[src/rtl/ldseq_pkg.sv]
package ldseq_pkg;

  // Sequencer states; one cycle per non-idle state.
  typedef enum logic [2:0] {
    ST_IDLE = 3'd0,
    ST_MAR  = 3'd1,
    ST_ADR  = 3'd2,
    ST_RD   = 3'd3,
    ST_MDR  = 3'd4,
    ST_WB   = 3'd5,
    ST_CLR  = 3'd6
  } ldseq_state_e;

  // Single-bit datapath strobes, registered together.
  typedef struct packed {
    logic mar_ld;
    logic addr_oe;
    logic mem_sel;
    logic mem_rw;
    logic mdr_ld;
    logic rf_we;
    logic req_clr;
  } ldseq_strobe_t;

endpackage

[src/rtl/ldseq_next.sv]
module ldseq_next
  import ldseq_pkg::*;
#(
  parameter int              OP_W    = 2,
  parameter logic [OP_W-1:0] LOAD_OP = '0
) (
  input  ldseq_state_e    state,
  input  logic [OP_W-1:0] opcode,
  input  logic            req,
  output ldseq_state_e    nxt,
  output logic            accept
);

  always_comb begin
    accept = 1'b0;
    nxt    = state;
    unique case (state)
      ST_IDLE: begin
        if (req && (opcode == LOAD_OP)) begin
          accept = 1'b1;
          nxt    = ST_MAR;
        end
      end
      ST_MAR:  nxt = ST_ADR;
      ST_ADR:  nxt = ST_RD;
      ST_RD:   nxt = ST_MDR;
      ST_MDR:  nxt = ST_WB;
      ST_WB:   nxt = ST_CLR;
      ST_CLR:  nxt = ST_IDLE;
      default: nxt = ST_IDLE;
    endcase
  end

endmodule

[src/rtl/ldseq_strobe_dec.sv]
module ldseq_strobe_dec
  import ldseq_pkg::*;
(
  input  ldseq_state_e  nxt,
  output ldseq_strobe_t strb
);

  always_comb begin
    strb = '0;
    unique case (nxt)
      ST_MAR:  strb.mar_ld  = 1'b1;
      ST_ADR:  strb.addr_oe = 1'b1;
      ST_RD:   strb.mem_sel = 1'b1;
      ST_MDR: begin
        strb.mem_sel = 1'b1;
        strb.mdr_ld  = 1'b1;
      end
      ST_WB:   strb.rf_we   = 1'b1;
      ST_CLR:  strb.req_clr = 1'b1;
      default: strb = '0;
    endcase
  end

endmodule

[src/rtl/ldseq_ctrl.sv]
module ldseq_ctrl
  import ldseq_pkg::*;
#(
  parameter int              OP_W    = 2,
  parameter int              IDX_W   = 2,
  parameter logic [OP_W-1:0] LOAD_OP = '0,
  parameter int              SYNC_W  = 2
) (
  input  logic             clk,
  input  logic             rst_n,
  input  logic [OP_W-1:0]  ir_op,
  input  logic [IDX_W-1:0] ir_reg,
  input  logic             op_req,
  output logic             mar_ld,
  output logic             addr_oe,
  output logic             mem_sel,
  output logic             mem_rw,
  output logic             mdr_ld,
  output logic             rf_we,
  output logic [IDX_W-1:0] rf_sel,
  output logic             req_clr
);

  localparam logic [IDX_W-1:0] SEL_IDLE = '0;

  // Reset: asserted asynchronously, released after SYNC_W clock edges.
  logic rst_int_n;

  generate
    if (SYNC_W <= 1) begin : g_sync1
      logic rs_q;
      always_ff @(posedge clk or negedge rst_n) begin
        if (!rst_n) rs_q <= 1'b0;
        else        rs_q <= 1'b1;
      end
      assign rst_int_n = rs_q;
    end else begin : g_syncn
      logic [SYNC_W-1:0] rs_q;
      always_ff @(posedge clk or negedge rst_n) begin
        if (!rst_n) rs_q <= '0;
        else        rs_q <= {rs_q[SYNC_W-2:0], 1'b1};
      end
      assign rst_int_n = rs_q[SYNC_W-1];
    end
  endgenerate

  // Next-state and output decode.
  ldseq_state_e  state_q;
  ldseq_state_e  state_d;
  logic          accept;
  ldseq_strobe_t strb_d;
  ldseq_strobe_t strb_q;
  logic [IDX_W-1:0] idx_q;
  logic [IDX_W-1:0] sel_d;
  logic [IDX_W-1:0] sel_q;

  ldseq_next #(
    .OP_W    (OP_W),
    .LOAD_OP (LOAD_OP)
  ) u_next (
    .state  (state_q),
    .opcode (ir_op),
    .req    (op_req),
    .nxt    (state_d),
    .accept (accept)
  );

  ldseq_strobe_dec u_dec (
    .nxt  (state_d),
    .strb (strb_d)
  );

  assign sel_d = (state_d == ST_WB) ? idx_q : SEL_IDLE;

  // State register.
  always_ff @(posedge clk or negedge rst_int_n) begin
    if (!rst_int_n) state_q <= ST_IDLE;
    else            state_q <= state_d;
  end

  // Register index captured on acceptance (explicit enable).
  always_ff @(posedge clk or negedge rst_int_n) begin
    if (!rst_int_n)  idx_q <= '0;
    else if (accept) idx_q <= ir_reg;
  end

  // Registered Moore strobes.
  always_ff @(posedge clk or negedge rst_int_n) begin
    if (!rst_int_n) begin
      strb_q <= '0;
      sel_q  <= SEL_IDLE;
    end else begin
      strb_q <= strb_d;
      sel_q  <= sel_d;
    end
  end

  assign mar_ld  = strb_q.mar_ld;
  assign addr_oe = strb_q.addr_oe;
  assign mem_sel = strb_q.mem_sel;
  assign mem_rw  = strb_q.mem_rw;
  assign mdr_ld  = strb_q.mdr_ld;
  assign rf_we   = strb_q.rf_we;
  assign rf_sel  = sel_q;
  assign req_clr = strb_q.req_clr;

endmodule

[config.mk]
export PLATFORM = sky130hd
export DESIGN_NAME = ldseq_ctrl
export DESIGN_NICKNAME = d
export VERILOG_FILES = /design/src/rtl/ldseq_pkg.sv /design/src/rtl/ldseq_next.sv /design/src/rtl/ldseq_strobe_dec.sv /design/src/rtl/ldseq_ctrl.sv
export SDC_FILE = /design/constraint.sdc
export NUM_CORES = 1
export LEC_CHECK = 0
export ABC_CLOCK_PERIOD_IN_PS = 800
export BUFFER_PORTS_ARGS = -buffer_cell sky130_fd_sc_hd__buf_4
export CORE_UTILIZATION = 29
export CTS_CLUSTER_DIAMETER = 150
export DETAILED_ROUTE_END_ITERATION = 7
export SLEW_MARGIN = 20
export SYNTH_ARGS = -nofsm -noshare
export SYNTH_HDL_FRONTEND = slang
export SYNTH_SLANG_ARGS = --single-unit
[constraint.sdc]
create_clock -name clk -period 0.8 [get_ports clk]
set_input_delay 0.08 -clock clk [delete_from_list [all_inputs] [get_ports clk]]
set_output_delay 0.08 -clock clk [all_outputs]
set_load 0.02 [all_outputs]
Word-level counts from Yosys, hierarchy flattened
Index checks and enable logic that the tools add are counted.
Cells by class
  mux-type cells: 11
  equality and inequality tests: 11
  reductions and logical operators: 4
Operators by type and width (count)
  3-bit case mux with 6 select lines: 1
  3-bit == test (second input constant): 5
  3-bit by 2-bit == test with 1-bit output (second input constant): 4
  1-bit two-way mux: 8
  3-bit by 1-bit == test with 1-bit output (second input constant): 2
  3-bit logical NOT: 1
  3-bit two-way mux: 1
  2-bit logical NOT: 1
  2-bit two-way mux: 1
  2-bit OR reduction: 1
  1-bit logical AND: 1
Storage, ports and cells
  logic and storage cells: 36
  bits of input ports: 7
  bits in registers: 15
  output and inout port bits: 9

Logic depth before layout (Yosys ltp)
  word-level depth: 7
  depth in mapped cells: 3
  mapped depth without buffers: 3

Modules after synthesis
A second synthesis with hierarchy kept.
Unflattened totals
  cells, all modules: 40
  area, all modules: 575.6 um^2
Modules (own cells, without submodules)
  ldseq_ctrl: instances 1, cells an instance 21, area each 446.7 um^2
  ldseq_next: instances 1, cells an instance 8, area each 70.1 um^2
  ldseq_strobe_dec: instances 1, cells an instance 11, area each 58.8 um^2

Least setup slack after synthesis
No wires, ideal clock.
  kind: reg2reg
  start point: register state_q[2]
  end point: register idx_q[0]
  period minus slack after synthesis: 1.232 ns
  path buffers: 0
  stages on the path, launching flop included: 4
  arrival: 1.105 ns
  library setup time: 0.127 ns
  setup slack: -0.432 ns
  data required time: 0.673 ns
  cells stage by stage: dfrtp_1 -> nor4_2 -> nand3_2 -> mux2_1
Between the ends
  word-level cells in the longest chain between the ends: 2
Ends and longest elaborated chain
  start: declaration: line ldseq_ctrl.sv:48  | ldseq_state_e state_q;
  start signal: assignment: line ldseq_ctrl.sv:78  | else state_q <= state_d;
  3-bit logical NOT: line ldseq_next.sv:17  | unique case (state)
  1-bit two-way mux: line ldseq_next.sv:17
  end signal: assignment: line ldseq_ctrl.sv:84  | else if (accept) idx_q <= ir_reg;
  end: declaration: line ldseq_ctrl.sv:53  | logic [IDX_W-1:0] idx_q;
Every way passes these cells.
A chain may end at the register's enable or synchronous reset.

Worst setup path in the final report
  start point: register state_q[1]
  end point: register idx_q[1]
The elaborated chain is that of the path after synthesis.

==> parameters.txt <==
Parameter                              Value

Global routing
  First-pass GRT wire length ... 1300 µm
  Total grt overflow ... 0
  Pin count of the biggest net entering global routing ... 14
  Total global routing track utilization ... 0.0988
  Vias in the first global route ... 304
  Initial antenna violation count ... 0

Placement
  DP Wirelength ... 594 µm
  # port buffers ... 14
  Final weighted congestion of routability-driven global placement ... 0.746
  Setup Slack @ Placement ... -0.459 ns
  Cell area after placement ... 686 µm²

Pwr
  Share of total power in the clock network ... 0.158
  Sequential power share ... 0.418
  Total power divided by cell area ... 3210 mW/mm²
  Share of total power consumed by net switching ... 0.314
  Reported net switching power ... 0.821 mW
  Cell internal power dissipation ... 1.80 mW
  Proportion of power drawn by combinational gates ... 0.424
  Leak Pwr ... 0.430 nW
  Maximum vdd drop ... 1410 µV
  Total Power Consumption ... 2.62 mW

CTS
  Clock transition time at the flip-flop clock pins of the worst setup and hold paths ... 0.08 ns
  CTS root buf ... sky130_fd_sc_hd__clkbuf_4
  Number of buffers between clock root and the deepest sink ... 2
  CTS tree ... done
  Skew-Pair Late Insertion Delay ... 0.28 ns
  Clock sink count ... 15
  Inserted Clock Buffers ... 3
  CTS HTree Levels ... 1

Die
  Die W ... 44.2 µm
  Std cell rows ... 14
  Die Y ... 44.2 µm
  Core region area ... 0.00158 mm²
  Starting density of the core ... 0.327
  Area of the die ... 0.00195 mm²
  Boundary pin count ... 16

Yosys
  Register area share after synthesis ... 0.728
  Synthesized net count ... 45
  Cell type with the highest aggregate area in the netlist ... sky130_fd_sc_hd__dfrtp_1
  Cells after synthesis ... 38
  Mapped cell area ... 515 µm²
  Post-synth top cells ... 15 x sky130_fd_sc_hd__dfrtp_1, 3 x sky130_fd_sc_hd__inv_1, 3 x sky130_fd_sc_hd__nand2_1
  Number of flops mapped to enable cells by yosys ... 0
  Share of synthesized registers carrying an async set or reset ... 1.00
  Most common cell in the synthesized netlist ... sky130_fd_sc_hd__dfrtp_1
  Flip-flop and latch count after synthesis ... 15
  Mean instance size in the synthesized netlist ... 13.6 µm²
  Number of distinct library cells after synthesis ... 15
  Share of the synthesized area in the top cell type ... 0.728
  YS warnings ... 0
  Primary flip-flop cell chosen by synthesis mapping ... sky130_fd_sc_hd__dfrtp_1
  Top post-synthesis cells by area ... sky130_fd_sc_hd__dfrtp_1 73%, sky130_fd_sc_hd__mux2_1 4.4%, sky130_fd_sc_hd__and2_1 2.4%, sky130_fd_sc_hd__nor4_2 2.4%, sky130_fd_sc_hd__inv_1 2.2%

Route
  Ratio of routed vias to standard cells ... 4.07
  Number of optimization iterations in the first detailed-route pass ... 6
  Post-DR wirelength/cell ... 9.80 µm
  Initial DRC Count ... 4
  Number of vias after detailed routing ... 334
  Final antenna-violating net count ... 0
  Total length of routed wires ... 804 µm
  DRC violations left ... 0

STA
  Setup WS post-layout ... -0.458 ns
  Fraction of the cycle the final worst path needs ... 1.57
  Final slew viol count ... 0
  RSZ-0062 raised after global routing ... true
  Number of setup violations in the final report ... 21
  Highest Clock Rate ... 795 MHz
  Shortest clock period the worst path allows after layout ... 1.26 ns
  Post-route clock skew ... 0.00224 ns
  Final Hold Violating Endpoints ... 0

Worst setup path
  Type of the worst setup path ... flop to flop
  Critical path launch point type ... flop
  Critical path's top delay family ... simple AND/OR/NAND/NOR gates
  Worst-path fanout max ... 3
  Worst Setup End Kind ... flop
  Worst path cell trace ... nor4_2 -> nand3_2 -> mux2_1
  Bufs and invs on worst path ... 0
  Required time of the critical path ... 0.96 ns
  Delay contributed by the slowest stage of the critical path ... 0.39 ns
  Data arrival time of the worst path ... 1.42 ns
  Crit path max-delay cell type ... sky130_fd_sc_hd__dfrtp_1

Job
  Number of max-cap violations ... 0

Min path
  Hold WC Path Type ... input pin to flop

Run status
  Result of the run ... finished with violations
  Violations in the final reports ... setup timing

Finish
  Number of nets in the final layout ... 74
  Filler cell count ... 133
  Antenna diodes ... 0
  P&R area growth vs syn ... 58.3%
  Cell area after layout ... 816 µm²
  Share of cells above drive strength 1 ... 0.530
## area by class of cell
| type | instances | area [µm²] | area share |
|---|---|---|---|
| Clock buffer | 4 | 26.3 | 0.0322 |
| Sequential cell | 15 | 375 | 0.460 |
| Tap cell | 16 | 20.0 | 0.0245 |
| Multi-Input combinational cell | 19 | 148 | 0.181 |
| Inverter | 3 | 11.3 | 0.0138 |
| Timing Repair Buffer | 25 | 235 | 0.288 |
## per-layer routing
layer	up-vias	track usage	routed length, µm	part of all wire
met3	2	0.0408	46	0.057
li1	173	-	-	-
met4	0	0.0545	19	0.024
met2	13	0.144	350	0.44
met1	146	0.124	388	0.48
met5	-	0	0	0
## per-stage QoR
stage / TNS [ns] / utilization / instances / hold slack [ns]
6_report: -5.05 / 0.517 / 82 / 0.00952
5_1_grt: -6.16 / 0.517 / 82 / 0.00374
4_1_cts: -5.04 / 0.495 / 81 / 0.00810
3_5_place_dp: -3.38 / 0.435 / 74 / -0.136
3_3_place_gp: -3.13 / 0.435 / 74 / -0.137
2_1_floorplan: -1.55 / - / 38 / -0.216
## what timing repair did
| item | CTS | global route |
|---|---|---|
| pin swaps | 3 | 3 |
| setup buffers | 2 | 2 |
| endpoints found under the setup margin | 21 | 21 |
| gates resized for setup | 14 | 8 |
| hold endpoints to repair | 2 | 0 |
| hold buffers | 1 | 0 |
## sequential cells by signal, indices dropped and copies added, names as in the netlist
signal,flops
addr_oe,1
g_syncn.rs_q,2
idx_q,2
mar_ld,1
mdr_ld,1
mem_sel,1
req_clr,1
rf_sel,2
rf_we,1
state_q,3
## power groups by stage
stage	logic [mW]	clock network [mW]	registers, mW
floorplan	0.250	0	1.23
global placement	0.800	0	1.08
detailed placement	0.816	0	1.08
CTS	1.00	0.432	1.09
global route	1.21	0.474	1.11
finish	1.11	0.414	1.09
## cells in the final DEF (no fill, tap or decap)
master                          count
sky130_fd_sc_hd__and2_1             2
sky130_fd_sc_hd__and2b_2            1
sky130_fd_sc_hd__buf_4             12
sky130_fd_sc_hd__buf_6             12
sky130_fd_sc_hd__clkbuf_1           1
sky130_fd_sc_hd__clkbuf_4           3
sky130_fd_sc_hd__conb_1             2
sky130_fd_sc_hd__dfrtp_1           15
sky130_fd_sc_hd__dlygate4sd3_1      1
sky130_fd_sc_hd__inv_1              3
sky130_fd_sc_hd__mux2_1             2
sky130_fd_sc_hd__nand2_1            2
sky130_fd_sc_hd__nand2_2            1
sky130_fd_sc_hd__nand3_2            1
sky130_fd_sc_hd__nor2_2             2
sky130_fd_sc_hd__nor2b_4            1
sky130_fd_sc_hd__nor3_4             1
sky130_fd_sc_hd__nor4_2             1
sky130_fd_sc_hd__o21ai_1            2
sky130_fd_sc_hd__or2b_1             1
## kinds of logic after synthesis
kind of cell	count (synthesis)	synth area share
flip-flops	15	0.728
AND/OR/NAND/NOR	13	0.158
buffers and inverters	4	0.0364
AO/OA/AOI/OAI	2	0.0194
multiplexers	2	0.0437
other	2	0.0146
## path summary, 6_finish.rpt
check                                           from                   endpoint  slack, ns  cells after the start
min                                        ir_reg[0]       idx_q[0]$_DFFE_PN0P_       0.01                      2
max                             state_q[1]$_DFF_PN0_       idx_q[1]$_DFFE_PN0P_      -0.46                      3
min in group asynchronous                      rst_n  g_syncn.rs_q[1]$_DFF_PN0_       0.12                      2
max reg2reg                     state_q[1]$_DFF_PN0_       idx_q[1]$_DFFE_PN0P_      -0.46                      3
min reg2reg                g_syncn.rs_q[1]$_DFF_PN0_       state_q[0]$_DFF_PN0_       0.17                      1
max in group asynchronous  g_syncn.rs_q[1]$_DFF_PN0_       state_q[1]$_DFF_PN0_       0.48                      1
Power figures use the tool's default switching activity.
